--- config.mk ---
export PLATFORM = sky130hd
export DESIGN_NAME = uirq_ctrl
export DESIGN_NICKNAME = d
export VERILOG_FILES = /design/src/rtl/uirq_pkg.sv /design/src/rtl/uirq_sync.sv /design/src/rtl/uirq_flags.sv /design/src/rtl/uirq_ctl.sv /design/src/rtl/uirq_ctrl.sv
export SDC_FILE = /design/constraint.sdc
export NUM_CORES = 1
export LEC_CHECK = 0
export ABC_AREA = 0
export BUFFER_PORTS_ARGS = -buffer_cell sky130_fd_sc_hd__buf_2
export CELL_PAD_IN_SITES_DETAIL_PLACEMENT = 0
export CELL_PAD_IN_SITES_GLOBAL_PLACEMENT = 1
export CORE_ASPECT_RATIO = 1.1
export CORE_UTILIZATION = 30
export DETAILED_ROUTE_END_ITERATION = 10
export PLACE_DENSITY = 0.93
export SYNTH_ARGS = -nofsm -noshare
export SYNTH_HDL_FRONTEND = slang
export SYNTH_SLANG_ARGS = --single-unit
--- constraint.sdc ---
create_clock -name clk -period 1.4 [get_ports clk]
set_input_delay 0.07 -clock clk [delete_from_list [all_inputs] [get_ports clk]]
set_output_delay 0.07 -clock clk [all_outputs]
set_load 0.005 [all_outputs]
--- src/rtl/uirq_pkg.sv ---
`timescale 1ns/1ps
package uirq_pkg;
   localparam int NFLAG = 9;

   localparam int F_RX_AVAIL  = 0;
   localparam int F_RX_AFULL  = 1;
   localparam int F_RX_FULL   = 2;
   localparam int F_RX_TMO    = 3;
   localparam int F_RX_OVR    = 4;
   localparam int F_TX_FULL   = 5;
   localparam int F_TX_AEMPTY = 6;
   localparam int F_TX_EMPTY  = 7;
   localparam int F_CTS_CHG   = 8;

   // 1 = level-type flag, 0 = event-type flag
   localparam logic [NFLAG-1:0] LEVEL_KIND =
      NFLAG'((1 << F_RX_AVAIL) | (1 << F_RX_FULL) | (1 << F_TX_FULL) | (1 << F_TX_EMPTY));

   localparam int W_STAT = 0;
   localparam int W_ENA  = 1;
   localparam int W_PEND = 2;
   localparam int W_CTRL = 3;

   localparam int CB_FLUSH_RX = 0;
   localparam int CB_FLUSH_TX = 1;
   localparam int CB_RTS      = 2;
   localparam int CB_CTS      = 3;
   localparam int CB_W        = 4;
endpackage

--- src/rtl/uirq_sync.sv ---
`timescale 1ns/1ps
module uirq_sync #(
   parameter int STAGES = 2
) (
   input  logic clk,
   input  logic rst_n,
   input  logic async_i,
   output logic level_o,
   output logic toggle_o
);
   logic prev_q;

   generate
      if (STAGES < 2) begin : g_bad
         $error("uirq_sync: STAGES must be at least 2");
      end
   endgenerate

   logic [STAGES-1:0] shift_q;

   always_ff @(posedge clk) begin
      if (!rst_n) begin
         shift_q <= '0;
         prev_q  <= 1'b0;
      end else begin
         shift_q <= {shift_q[STAGES-2:0], async_i};
         prev_q  <= shift_q[STAGES-1];
      end
   end

   assign level_o  = shift_q[STAGES-1];
   assign toggle_o = level_o ^ prev_q;


   cts_tgl_chk: assert property (@(posedge clk) disable iff (!rst_n)
      !$stable(level_o) |-> toggle_o);
endmodule

--- src/rtl/uirq_flags.sv ---
`timescale 1ns/1ps
module uirq_flags #(
   parameter int               NFLAG      = 9,
   parameter logic [NFLAG-1:0] LEVEL_KIND = '0
) (
   input  logic             clk,
   input  logic             rst_n,
   input  logic [NFLAG-1:0] set_i,
   input  logic [NFLAG-1:0] clr_i,
   output logic [NFLAG-1:0] flag_o
);
   generate
      for (genvar i = 0; i < NFLAG; i++) begin : g_flag
         if (LEVEL_KIND[i]) begin : g_level
            always_ff @(posedge clk) begin
               if (!rst_n)        flag_o[i] <= 1'b0;
               else if (clr_i[i]) flag_o[i] <= 1'b0;
               else if (set_i[i]) flag_o[i] <= 1'b1;
            end


            lvl_clr_chk: assert property (@(posedge clk) disable iff (!rst_n)
               clr_i[i] |=> !flag_o[i]);

            lvl_set_chk: assert property (@(posedge clk) disable iff (!rst_n)
               (set_i[i] && !clr_i[i]) |=> flag_o[i]);
         end else begin : g_event
            always_ff @(posedge clk) begin
               if (!rst_n)        flag_o[i] <= 1'b0;
               else if (set_i[i]) flag_o[i] <= 1'b1;
               else if (clr_i[i]) flag_o[i] <= 1'b0;
            end


            evt_clr_chk: assert property (@(posedge clk) disable iff (!rst_n)
               (clr_i[i] && !set_i[i]) |=> !flag_o[i]);

            evt_hold_chk: assert property (@(posedge clk) disable iff (!rst_n)
               (flag_o[i] && !clr_i[i]) |=> flag_o[i]);

            evt_set_chk: assert property (@(posedge clk) disable iff (!rst_n)
               set_i[i] |=> flag_o[i]);
         end
      end
   endgenerate
endmodule

--- src/rtl/uirq_ctl.sv ---
`timescale 1ns/1ps
module uirq_ctl
   import uirq_pkg::*;
(
   input  logic            clk,
   input  logic            rst_n,
   input  logic            wr_i,
   input  logic [CB_W-2:0] wbits_i,
   output logic            rx_flush_o,
   output logic            tx_flush_o,
   output logic            rts_o
);
   always_ff @(posedge clk) begin
      if (!rst_n) begin
         rx_flush_o <= 1'b0;
         tx_flush_o <= 1'b0;
         rts_o      <= 1'b0;
      end else begin
         rx_flush_o <= wr_i & wbits_i[CB_FLUSH_RX];
         tx_flush_o <= wr_i & wbits_i[CB_FLUSH_TX];
         if (wr_i) rts_o <= wbits_i[CB_RTS];
      end
   end


   rx_flush_src_chk: assert property (@(posedge clk) disable iff (!rst_n)
      rx_flush_o |-> $past(wr_i && wbits_i[CB_FLUSH_RX]));

   tx_flush_src_chk: assert property (@(posedge clk) disable iff (!rst_n)
      tx_flush_o |-> $past(wr_i && wbits_i[CB_FLUSH_TX]));

   rts_follow_chk: assert property (@(posedge clk) disable iff (!rst_n)
      wr_i |=> (rts_o == $past(wbits_i[CB_RTS])));

   rts_keep_chk: assert property (@(posedge clk) disable iff (!rst_n)
      !wr_i |=> $stable(rts_o));
endmodule

--- src/rtl/uirq_ctrl.sv ---
`timescale 1ns/1ps
module uirq_ctrl
   import uirq_pkg::*;
#(
   parameter int DATA_W      = 32,
   parameter int ADDR_W      = 4,
   parameter int SYNC_STAGES = 2
) (
   input  logic              clk,
   input  logic              rst_n,
   input  logic              reg_wr_i,
   input  logic [ADDR_W-1:0] reg_addr_i,
   input  logic [DATA_W-1:0] reg_wdata_i,
   output logic [DATA_W-1:0] reg_rdata_o,
   input  logic              rx_avail_i,
   input  logic              rx_afull_evt_i,
   input  logic              rx_full_i,
   input  logic              rx_tmo_evt_i,
   input  logic              rx_ovr_evt_i,
   input  logic              tx_full_i,
   input  logic              tx_aempty_evt_i,
   input  logic              tx_empty_i,
   input  logic              cts_i,
   output logic              irq_o,
   output logic              rts_o,
   output logic              rx_flush_o,
   output logic              tx_flush_o
);
   localparam int WORD_LSB = 2;
   localparam int IDX_W    = ADDR_W - WORD_LSB;

   generate
      if (DATA_W < NFLAG || DATA_W < CB_W) begin : g_bad_data
         $error("uirq_ctrl: DATA_W too narrow for the register fields");
      end
      if (ADDR_W < WORD_LSB + 2) begin : g_bad_addr
         $error("uirq_ctrl: ADDR_W cannot reach four words");
      end
   endgenerate

   logic [IDX_W-1:0] idx;
   logic             wr_stat, wr_ena, wr_ctrl;
   logic [NFLAG-1:0] set_vec, clr_vec, flag_q, ena_q, pend;
   logic             cts_lvl, cts_tgl;

   assign idx     = reg_addr_i[ADDR_W-1:WORD_LSB];
   assign wr_stat = reg_wr_i && (idx == IDX_W'(W_STAT));
   assign wr_ena  = reg_wr_i && (idx == IDX_W'(W_ENA));
   assign wr_ctrl = reg_wr_i && (idx == IDX_W'(W_CTRL));

   uirq_sync #(.STAGES(SYNC_STAGES)) u_sync (
      .clk      (clk),
      .rst_n    (rst_n),
      .async_i  (cts_i),
      .level_o  (cts_lvl),
      .toggle_o (cts_tgl)
   );

   always_comb begin
      set_vec              = '0;
      set_vec[F_RX_AVAIL]  = rx_avail_i;
      set_vec[F_RX_AFULL]  = rx_afull_evt_i;
      set_vec[F_RX_FULL]   = rx_full_i;
      set_vec[F_RX_TMO]    = rx_tmo_evt_i;
      set_vec[F_RX_OVR]    = rx_ovr_evt_i;
      set_vec[F_TX_FULL]   = tx_full_i;
      set_vec[F_TX_AEMPTY] = tx_aempty_evt_i;
      set_vec[F_TX_EMPTY]  = tx_empty_i;
      set_vec[F_CTS_CHG]   = cts_tgl;
   end

   always_comb begin
      clr_vec = wr_stat ? reg_wdata_i[NFLAG-1:0] : '0;
      if (wr_ctrl && reg_wdata_i[CB_FLUSH_TX]) clr_vec[F_TX_FULL] = 1'b1;
   end

   uirq_flags #(.NFLAG(NFLAG), .LEVEL_KIND(LEVEL_KIND)) u_flags (
      .clk    (clk),
      .rst_n  (rst_n),
      .set_i  (set_vec),
      .clr_i  (clr_vec),
      .flag_o (flag_q)
   );

   uirq_ctl u_ctl (
      .clk        (clk),
      .rst_n      (rst_n),
      .wr_i       (wr_ctrl),
      .wbits_i    (reg_wdata_i[CB_W-2:0]),
      .rx_flush_o (rx_flush_o),
      .tx_flush_o (tx_flush_o),
      .rts_o      (rts_o)
   );

   always_ff @(posedge clk) begin
      if (!rst_n) begin
         ena_q <= '0;
         irq_o <= 1'b0;
      end else begin
         if (wr_ena) ena_q <= reg_wdata_i[NFLAG-1:0];
         irq_o <= |pend;
      end
   end

   assign pend = flag_q & ena_q;

   always_comb begin
      reg_rdata_o = '0;
      case (idx)
         IDX_W'(W_STAT): reg_rdata_o[NFLAG-1:0] = flag_q;
         IDX_W'(W_ENA):  reg_rdata_o[NFLAG-1:0] = ena_q;
         IDX_W'(W_PEND): reg_rdata_o[NFLAG-1:0] = pend;
         IDX_W'(W_CTRL): begin
            reg_rdata_o[CB_RTS] = rts_o;
            reg_rdata_o[CB_CTS] = cts_lvl;
         end
         default:        reg_rdata_o = '0;
      endcase
   end

   logic unused_bits;
   assign unused_bits = ^{reg_addr_i[WORD_LSB-1:0], reg_wdata_i[DATA_W-1:NFLAG]};


   ena_zero_chk: assert property (@(posedge clk) disable iff (!rst_n)
      (wr_ena && reg_wdata_i[NFLAG-1:0] == '0) |=> (pend == '0));

   irq_off_chk: assert property (@(posedge clk) disable iff (!rst_n)
      (wr_ena && reg_wdata_i[NFLAG-1:0] == '0) |=> ##1 !irq_o);

   txf_flush_chk: assert property (@(posedge clk) disable iff (!rst_n)
      (wr_ctrl && reg_wdata_i[CB_FLUSH_TX]) |=> !flag_q[F_TX_FULL]);

   irq_src_chk: assert property (@(posedge clk) disable iff (!rst_n)
      irq_o |-> $past(flag_q != '0 && ena_q != '0));
endmodule

==> impl_results.md, run 1 <==
- Maximum buffer depth of the clock tree: 2
- Kind of critical path: reg2out
- Count of TritonRoute iterations in the first routing pass: 4
- Netlist Area Pre-Place: 1286 µm²
- Number of max-cap violations: 0
- Hold-fix buffer count after cts: 3
- Setup repair after global routing missed its margin: no
- Worst setup path startpoint: ena_q[1]
- Leading register cell type out of synthesis: dfxtp_1
- CTS tree: built
- Post-synthesis async set-or-reset flop share: 0
- Detail Placement HPWL: 2265 µm
- Combined flip-flop and latch cell area: 500.5 µm²
- Cell count of the worst hold path: 2
- Leakage power summed over all cells: 0.7169 nW
- Number of global-route vias before repair: 980
- Clock latency on the worst-skew pair: 0.27 ns
- Portion of the clock cycle consumed by the worst path in the final layout: 0.8618
- Pin count of the biggest net entering global routing: 15
- Die Span X: 64.43 µm
- Floorplan row count: 24
- Synthesized area per cell: 8.691 µm²
- Peak supply drop: 0.2941 mV
- Routed length per instance: 12.43 µm
- First-pass GRT wire length: 4705 µm
- ANT nets after route: 0
- Number of clock sinks seen by CTS: 25
- Depth of the worst register-to-register path: 2
- Hold crit path type: in2reg
- Number of hold violations in the final report: 0
- Mean number of vias per cell: 4.657
- Maximum fanout along the worst path: 4
- Data required, critical path: 1.33 ns
- Antenna violations before repair: 0
- Post-Synth XOR/XNOR Area: 0.01362
- Sequential fraction of the synthesis area: 0.3891
- Reg-to-reg critical path endpoint: irq_o
- Overall routed net length: 3008 µm
- Number of antenna repair diodes: 0
- Worst hold-check slack: 0.008464 ns
- CORE AREA: 4024 µm²
- Final critical delay including setup and external delays: 1.207 ns
- Maximum level of the CTS H-tree: 1
- # IOs: 84
- Arrival time at the worst endpoint: 1.14 ns
- Synth-to-layout area growth: 18.19%
- Fraction of layout cells with a size suffix above 1: 0.2579
- Post-Place Cells: 234
- Type of element capturing the critical path: output port
- Compound-Gate Fraction of Synth Area: 0.2422
- Synthesized netlist cell count: 148
- Setup violators final: 0
- DIE AREA: 4554 µm²
- Fillers: 443
- DIE HEIGHT: 70.68 µm
- Worst r2r src: u_flags.flag_o[5]
- Yosys warnings: 0
- Setup slack of the worst register-to-register path: 0.36 ns
- Critical path destination: reg_rdata_o[1]
- Detailed-route DRC error count: 0
- CTS Root Buffer Type: clkbuf_8
- Clock Skew: 0.003519 ns
- Largest family of logic cells by synthesized area: compound AO/OA/AOI/OAI gates
- Detailed Route Iter0 Violations: 53
- Number of standard cells in the layout, taps in and fillers out: 242
- Post-synthesis sequential element count: 25
- Effective utilization at floorplan: 0.3197
- Buffers added on ports: 35
- Clock slew seen by the registers of the worst setup and hold paths: 0.08 ns
- Post-synthesis cell type count: 34
- GR Overflow Total: 0
- Placer Congestion: 0.8776
- Number of enable-type register cells in the synthesized netlist: 0
- Setup_tns: 0 ns
- Footprint of the multi-input gates: 626.9 µm²
- Highest clock frequency the design can meet: 828.8 MHz
- Power density over the cells: 941.2 nW/µm²
- Final nets: 239
- Status: finished clean
- Mux share of post-synthesis cell area: 0.007782
- Post-CTS setup repair buffer count: 0
- Global-route usage over all layers: 0.1371
- Clock buffer count from CTS: 3
- Via total after detailed routing: 1127
- Final core area utilization: 0.3778
- Fraction of the mapped netlist area in adder cells: 0
- Startpoint type of the worst setup path: flip-flop
- Max-slew violation total from the final report: 0
- Simple-Gate Fraction of Synth Area: 0.1566
- Post-CTS sizing: 0
==> cell families (layout without fill, tap and decap cells) <==
logic type / Yosys count / count (layout)
AO/OA/AOI/OAI: 47 / 47
XOR/XNOR: 2 / 2
buffers and inverters: 35 / 55
flip-flops: 25 / 25
multiplexers: 1 / 1
other: 1 / 23
AND/OR/NAND/NOR: 37 / 37
==> metrics by stage <==
step	instance area [µm²]	setup slack, ns	power [mW]
2_1_floorplan	1369	0.4658	0.9654
3_3_place_gp	1435	0.2043	1.008
3_5_place_dp	1435	0.2059	1.013
4_1_cts	1510	0.1735	1.448
5_1_grt	1520	0.1471	1.519
6_report	1520	0.1935	1.431
==> per-layer routing <==
| layer | up-vias | wire [µm] | GRT usage |
|---|---|---|---|
| met5 | - | 0 | 0 |
| met4 | 0 | 58 | 0.07407 |
| met3 | 5 | 176 | 0.02258 |
| met2 | 49 | 1468 | 0.2246 |
| met1 | 520 | 1304 | 0.1706 |
| li1 | 553 | - | - |
==> layout by cell type, fill, tap and decap left out, drive strengths merged, types with 4 or more instances in the layout <==
| cell | n |
|---|---|
| o21a | 4 |
| a21oi | 16 |
| nand2 | 10 |
| dfxtp | 25 |
| buf | 41 |
| dlygate4sd3 | 4 |
| o21ai | 7 |
| a22o | 6 |
| nor2 | 6 |
| clkbuf | 4 |
| nand3 | 9 |
| inv | 6 |
| conb | 23 |
==> worst max-delay path, cell delays in order (launching register included) <==
cell and delay [ns]:
dfxtp_1 0.34, nand2b_1 0.14, a32o_1 0.26, buf_2 0.13
==> cell type report <==
type,count,area share
clock buffer,4,0.02963
inverter,6,0.01481
multi-input combinational,110,0.4123
sequential,25,0.3292
tap,52,0.04280
timing repair buffer,45,0.1712
==> where the power goes <==
group	internal, mW	switching, mW
sequential	0.746	0.0262
combinational	0.109	0.123
clock	0.204	0.223
==> synthesized netlist by cell type, drive strengths merged (3+ instances only) <==
library cell	count	area (µm²)
and3	3	20.02
a22o	6	52.55
o21a	4	30.03
a21oi	16	80.08
nand2	10	37.54
and2	3	18.77
dfxtp	25	500.5
inv	6	22.52
nand3	9	45.04
o21ai	7	35.03
nor2	6	22.52
buf	27	211.5
a21o	3	22.52
==> worst min-delay path by stage <==
stage | to | startpoint
after global routing | u_flags.flag_o[6] | tx_aempty_evt_i
final | u_flags.flag_o[6] | tx_aempty_evt_i
after floorplan | u_flags.flag_o[0] | reg_wdata_i[0]
after global placement | u_flags.flag_o[7] | reg_wdata_i[7]
after CTS | u_flags.flag_o[4] | rx_ovr_evt_i
after detailed placement | u_flags.flag_o[7] | reg_wdata_i[7]
==> state kept, by name, summed over array words and instances (netlist names) <==
name / cells
ena_q: 9
irq_o: 1
u_ctl.rts_o: 1
u_ctl.rx_flush_o: 1
u_ctl.tx_flush_o: 1
u_flags.flag_o: 9
u_sync.prev_q: 1
u_sync.shift_q: 2
(Power assumes the default switching activity.)
==> run 2: changes to the inputs <==
- CORE_UTILIZATION: 30 -> 31
- PLACE_DENSITY: 0.93 -> 0.95
- RECOVER_POWER: not set -> 100
==> impl_results.md, run 2 (same netlist as run 1, synthesis figures left out) <==
- Status: finished clean
- DIE HEIGHT: 69.56 µm (-1.6%)
- Leakage power summed over all cells: 0.6766 nW (-5.6%)
- Via total after detailed routing: 1114 (-1.2%)
- CTS tree: built
- Slowest stage delay, CP: 0.40 ns (+0.06 ns)
- Number of clock sinks seen by CTS: 25 (unchanged)
- Final nets: 234 (-2.1%)
- Combined flip-flop and latch cell area: 500.5 µm² (unchanged)
- Startpoint type of the worst setup path: input port
- Most common cell after layout, fill and taps aside: buf_2
- Clock slew seen by the registers of the worst setup and hold paths: 0.09 ns (about the same)
- Maximum level of the CTS H-tree: 1 (unchanged)
- Hold crit path type: in2reg
- Regs by FF count: ena_q (9), u_flags.flag_o (9), u_sync.shift_q (2)
- Slew HR: 0.5856
- # IOs: 84 (unchanged)
- Crit path top cell by count: buf_2
- Effective utilization at floorplan: 0.3245 (+0.004843)
- Fillers: 454 (+2.5%)
- Clock Skew: 0.006784 ns (+0.003265 ns)
- Detail Placement HPWL: 2150 µm (-5.1%)
- Number of max-cap violations: 0 (unchanged)
- Global-route usage over all layers: 0.1324 (-0.004658)
- Kind of critical path: in2out
- Final Cell Area: 1461 µm² (-3.9%)
- Pwr Total: 1.409 mW (-1.5%)
- Detailed Route Iter0 Violations: 79 (+49%)
- Type of element capturing the critical path: output port
- Antenna violations before repair: 0 (unchanged)
- Peak supply drop: 0.3256 mV (+11%)
- CP max-delay cell: and2b_1
- Count of TritonRoute iterations in the first routing pass: 4 (unchanged)
- Clock latency on the worst-skew pair: 0.27 ns (about the same)
- Routed length per instance: 12.18 µm (-2.0%)
- Final core area utilization: 0.3687 (-0.009112)
- Portion of the clock cycle consumed by the worst path in the final layout: 0.9074 (+0.04564)
- Synth-to-layout area growth: 13.62%
- DIE AREA: 4411 µm² (-3.1%)
- Buffers added on ports: 35 (unchanged)
- Data required, critical path: 1.33 ns (about the same)
- Number of global-route vias before repair: 986 (+0.61%)
- First-pass GRT wire length: 4616 µm (-1.9%)
- Measured slew at the worst slew-check pin: 0.6189 ns
- Post-CTS sizing: 0 (unchanged)
- Arrival time at the worst endpoint: 1.20 ns (+0.06 ns)
- Floorplan row count: 24 (unchanged)
- Setup_tns: 0 ns (unchanged)
- Clock buffer count from CTS: 3 (unchanged)
- Setup violators final: 0 (unchanged)
- Maximum buffer depth of the clock tree: 2 (unchanged)
- CTS Root Buffer Type: clkbuf_8
- Pin count of the biggest net entering global routing: 15 (unchanged)
- CORE AREA: 3964 µm² (-1.5%)
- Number of hold violations in the final report: 0 (unchanged)
- Number of antenna repair diodes: 0 (unchanged)
- ANT nets after route: 0 (unchanged)
- Overall routed net length: 2886 µm (-4.1%)
- Die Span X: 63.42 µm (-1.6%)
- Highest clock frequency the design can meet: 787.2 MHz (-5.0%)
- Hold-fix buffer count after cts: 3 (unchanged)
- Placer Congestion: 0.8616 (-1.8%)
- Post-CTS setup repair buffer count: 0 (unchanged)
- Max-slew violation total from the final report: 0 (unchanged)
- Detailed-route DRC error count: 0 (unchanged)
- Final critical delay including setup and external delays: 1.270 ns (+0.06390 ns)
- Maximum fanout along the worst path: 14 (+10)
- Footprint of the multi-input gates: 615.6 µm² (-1.8%)
- Mean number of vias per cell: 4.700 (+0.93%)
- Commonest non-fill, non-tap cells in the layout: 31 x buf_2, 25 x dfxtp_1, 23 x conb_1
- Post-DP Area: 1405 µm² (-2.1%)
- Setup repair after global routing missed its margin: no
- Power density over the cells: 964.2 nW/µm² (+2.4%)
- GR Overflow Total: 0 (unchanged)
- Sequence of cells on the critical path: buf_2, and2b_1, clkbuf_2, a32o_1, buf_2
- Fraction of layout cells with a size suffix above 1: 0.2216 (-0.03627)
[run 2: cell types whose count changed in the layout (fill, tap and decap cells not counted), sizes merged]
cell | before | now
buf | 41 | 31
clkbuf | 4 | 10
dlygate4sd3 | 4 | 3
[run 2: cell type report]
class | count | area share
Clock buffer | 4 | 0.03082
Multi-Input combinational cell | 110 | 0.4212
Timing Repair Buffer | 40 | 0.1455
Sequential cell | 25 | 0.3425
Tap cell | 52 | 0.04452
Inverter | 6 | 0.01541
[run 2: per-layer routing]
metal | vias up | global-route usage | part of all wire
li1 | 547 | - | -
met1 | 504 | 0.1658 | 0.41
met2 | 59 | 0.2222 | 0.50
met3 | 4 | 0.02303 | 0.077
met4 | 0 | 0.05303 | 0.010
met5 | - | 0 | 0
[run 2: critical path, delay by kind of cell]
kind	cells	cell delay (ns)
buffers and inverters	3	0.58
AND/OR/NAND/NOR	1	0.40
AO/OA/AOI/OAI	1	0.15
[run 2: power breakdown]
group	switching (mW)	leakage (nW)	internal [mW]
clock network	0.220	0.0228	0.203
registers	0.0257	0.206	0.746
logic	0.119	0.448	0.0951
[run 2: path summary, 6_finish.rpt]
path	from	endpoint	slack (ns)	cells past startpoint
setup / recovery	reg_addr_i[2]	reg_rdata_o[1]	0.13	5
hold / removal	rx_ovr_evt_i	u_flags.flag_o[4]	0.004	2
setup reg to reg	u_flags.flag_o[6]	irq_o	0.38	3
hold reg to reg	u_sync.shift_q[0]	u_sync.shift_q[1]	0.46	1
[run 2: per-stage QoR]
step                      setup slack (ns)  instances  hold slack (ns)
after detailed placement            0.1274        230           0.2670
after floorplan                     0.4658        170           0.1594
after CTS                           0.1274        237         0.003883
after global routing               0.04399        237         0.004560
final                               0.1296        237         0.003686
after global placement              0.1326        230           0.2624
==> run 3: changes to the inputs <==
- CORE_MARGIN: not set -> 2
- PLACE_DENSITY: 0.95 -> not set
- PLACE_DENSITY_LB_ADDON: not set -> 0.3
==> impl_results.md, run 3 (same netlist as run 1, synthesis figures left out) <==
- Arrival time at the worst endpoint: 1.17 ns (-0.03 ns)
- CORE AREA: 3964 µm² (unchanged)
- Portion of the clock cycle consumed by the worst path in the final layout: 0.8870 (-0.02041)
- Routed length per instance: 13.10 µm (+7.6%)
- Setup_tns: 0 ns (unchanged)
- Pwr Total: 1.408 mW (about the same)
- Overall routed net length: 3118 µm (+8.0%)
- GR Overflow Total: 0 (unchanged)
- Worst r2r src: u_flags.flag_o[6]
- Fraction of layout cells with a size suffix above 1: 0.1935 (-0.02807)
- Worst hold-check slack: 0.01130 ns (+0.007611 ns)
- Measured slew at the worst slew-check pin: 0.6242 ns (+0.005323 ns)
- Effective utilization at floorplan: 0.3245 (unchanged)
- Clock Skew: 0.002780 ns (-0.004004 ns)
- Commonest non-fill, non-tap cells in the layout: 26 x buf_2, 25 x dfxtp_1, 23 x conb_1
- First-pass GRT wire length: 4885 µm (+5.8%)
- Maximum fanout along the worst path: 14 (unchanged)
- Number of standard cells in the layout, taps in and fillers out: 238 (+0.42%)
- Type of element capturing the critical path: output port
- Leakage power summed over all cells: 0.6575 nW (-2.8%)
- Slew HR: 0.5839 (-0.001742)
- Final nets: 235 (+0.43%)
- Count of TritonRoute iterations in the first routing pass: 4 (unchanged)
- Placer Congestion: 0.7835 (-9.1%)
- ANT nets after route: 0 (unchanged)
- Sequence of cells on the critical path: buf_2, and2b_1, clkbuf_2, a32o_1, buf_2
- Setup slack of the worst register-to-register path: 0.35 ns (-0.03 ns)
- Kind of critical path: in2out
- Max-slew violation total from the final report: 0 (unchanged)
- Power density over the cells: 964.1 nW/µm² (about the same)
- Startpoint type of the worst setup path: input port
- Detailed-route DRC error count: 0 (unchanged)
- Start point of the worst hold path: reg_wdata_i[2]
- Clock latency on the worst-skew pair: 0.26 ns (about the same)
- Depth of the worst register-to-register path: 3 (unchanged)
- Highest clock frequency the design can meet: 805.3 MHz (+2.3%)
- Number of max-cap violations: 0 (unchanged)
- Most common cell after layout, fill and taps aside: buf_2
- Peak supply drop: 0.4342 mV (+33%)
- DIE AREA: 4681 µm² (+6.1%)
- Slowest stage delay, CP: 0.31 ns (-0.09 ns)
- Clock slew seen by the registers of the worst setup and hold paths: 0.08 ns (about the same)
- Clock buffer count from CTS: 3 (unchanged)
- Setup violators final: 0 (unchanged)
- Post-CTS setup repair buffer count: 0 (unchanged)
- Maximum level of the CTS H-tree: 1 (unchanged)
- CTS tree: built
- Synth-to-layout area growth: 13.52% (about the same)
- Regs by FF count: ena_q (9), u_flags.flag_o (9), u_sync.shift_q (2)
- Maximum buffer depth of the clock tree: 2 (unchanged)
- Post-Place Cells: 232 (+0.87%)
- Detail Placement HPWL: 2390 µm (+11%)
- Number of global-route vias before repair: 967 (-1.9%)
- Hold-fix buffer count after cts: 2 (-1)
- Crit path top cell by count: buf_2
- Antenna violations before repair: 0 (unchanged)
- Worst hold path endpoint: u_flags.flag_o[2]
- Pin count of the biggest net entering global routing: 15 (unchanged)
- Final critical delay including setup and external delays: 1.242 ns (-0.02857 ns)
- Status: finished clean
- # IOs: 84 (unchanged)
- Number of hold violations in the final report: 0 (unchanged)
- Data required, critical path: 1.33 ns (about the same)
- Hold crit path type: in2reg
- Die Span X: 65.42 µm (+3.2%)
- Buffers added on ports: 35 (unchanged)
- Number of antenna repair diodes: 0 (unchanged)
- Floorplan row count: 24 (unchanged)
- Mean number of vias per cell: 4.626 (-1.6%)
- Cell count of the worst hold path: 2 (unchanged)
- Reg-to-reg critical path endpoint: irq_o
- Detailed Route Iter0 Violations: 31 (-61%)
- Number of clock sinks seen by CTS: 25 (unchanged)
- DIE HEIGHT: 71.56 µm (+2.9%)
- Via total after detailed routing: 1101 (-1.2%)
- CTS Root Buffer Type: clkbuf_8
- CP max-delay cell: and2b_1
- Global-route usage over all layers: 0.1329 (+0.0004807)
- Setup repair after global routing missed its margin: no
- Post-CTS sizing: 0 (unchanged)
run 3: cell types whose count changed in the layout (fill, tap and decap cells not counted), sizes merged:
cell,change
clkbuf,+5
dlygate4sd3,-1
buf,-3
run 3: metal layers:
layer | vias up | global-route usage | wire [µm]
met1 | 512 | 0.1945 | 1421
met4 | 0 | 0.02778 | 19
met5 | - | 0 | 0
li1 | 546 | - | -
met3 | 2 | 0.01570 | 172
met2 | 41 | 0.2109 | 1505
run 3: how the worst max path moves through the flow:
stage | from | end | slack (ns)
3_3_place_gp | reg_addr_i[2] | reg_rdata_o[1] | 0.19
2_1_floorplan | u_flags.flag_o[6] | irq_o | 0.47
6_report | reg_addr_i[2] | reg_rdata_o[1] | 0.16
3_5_place_dp | reg_addr_i[2] | reg_rdata_o[1] | 0.22
4_1_cts | ena_q[1] | reg_rdata_o[1] | 0.19
5_1_grt | reg_addr_i[2] | reg_rdata_o[0] | 0.07
run 3: metrics by stage:
step | worst slack, ns | area [µm²] | utilization
floorplan | 0.4658 | 1369 | -
global placement | 0.1886 | 1420 | 0.3583
detailed placement | 0.2153 | 1420 | 0.3583
CTS | 0.1930 | 1485 | 0.3747
global route | 0.07198 | 1460 | 0.3684
finish | 0.1582 | 1460 | 0.3684
run 3: report_power, final:
part | internal [mW] | leakage (nW) | total [mW] | switching, mW
sequential | 0.746 | 0.206 | 0.772 | 0.0258
clock | 0.203 | 0.0228 | 0.419 | 0.216
combinational | 0.0942 | 0.429 | 0.217 | 0.123
run 3: layout make-up:
| cell class | count | area (µm²) |
|---|---|---|
| tap | 52 | 65.06 |
| fill | 465 | 2504 |
| sequential | 25 | 500.5 |
| clock buffer | 4 | 45.04 |
| timing repair buffer | 41 | 207.7 |
| multi-input combinational | 110 | 619.3 |
| inverter | 6 | 22.52 |
run 3: worst max-delay path: cells and delay by family:
kind / cells / cell delay [ns]
AOI/OAI and AO/OA: 1 / 0.17
and+or+nand+nor: 1 / 0.31
buffers and inverters: 3 / 0.62
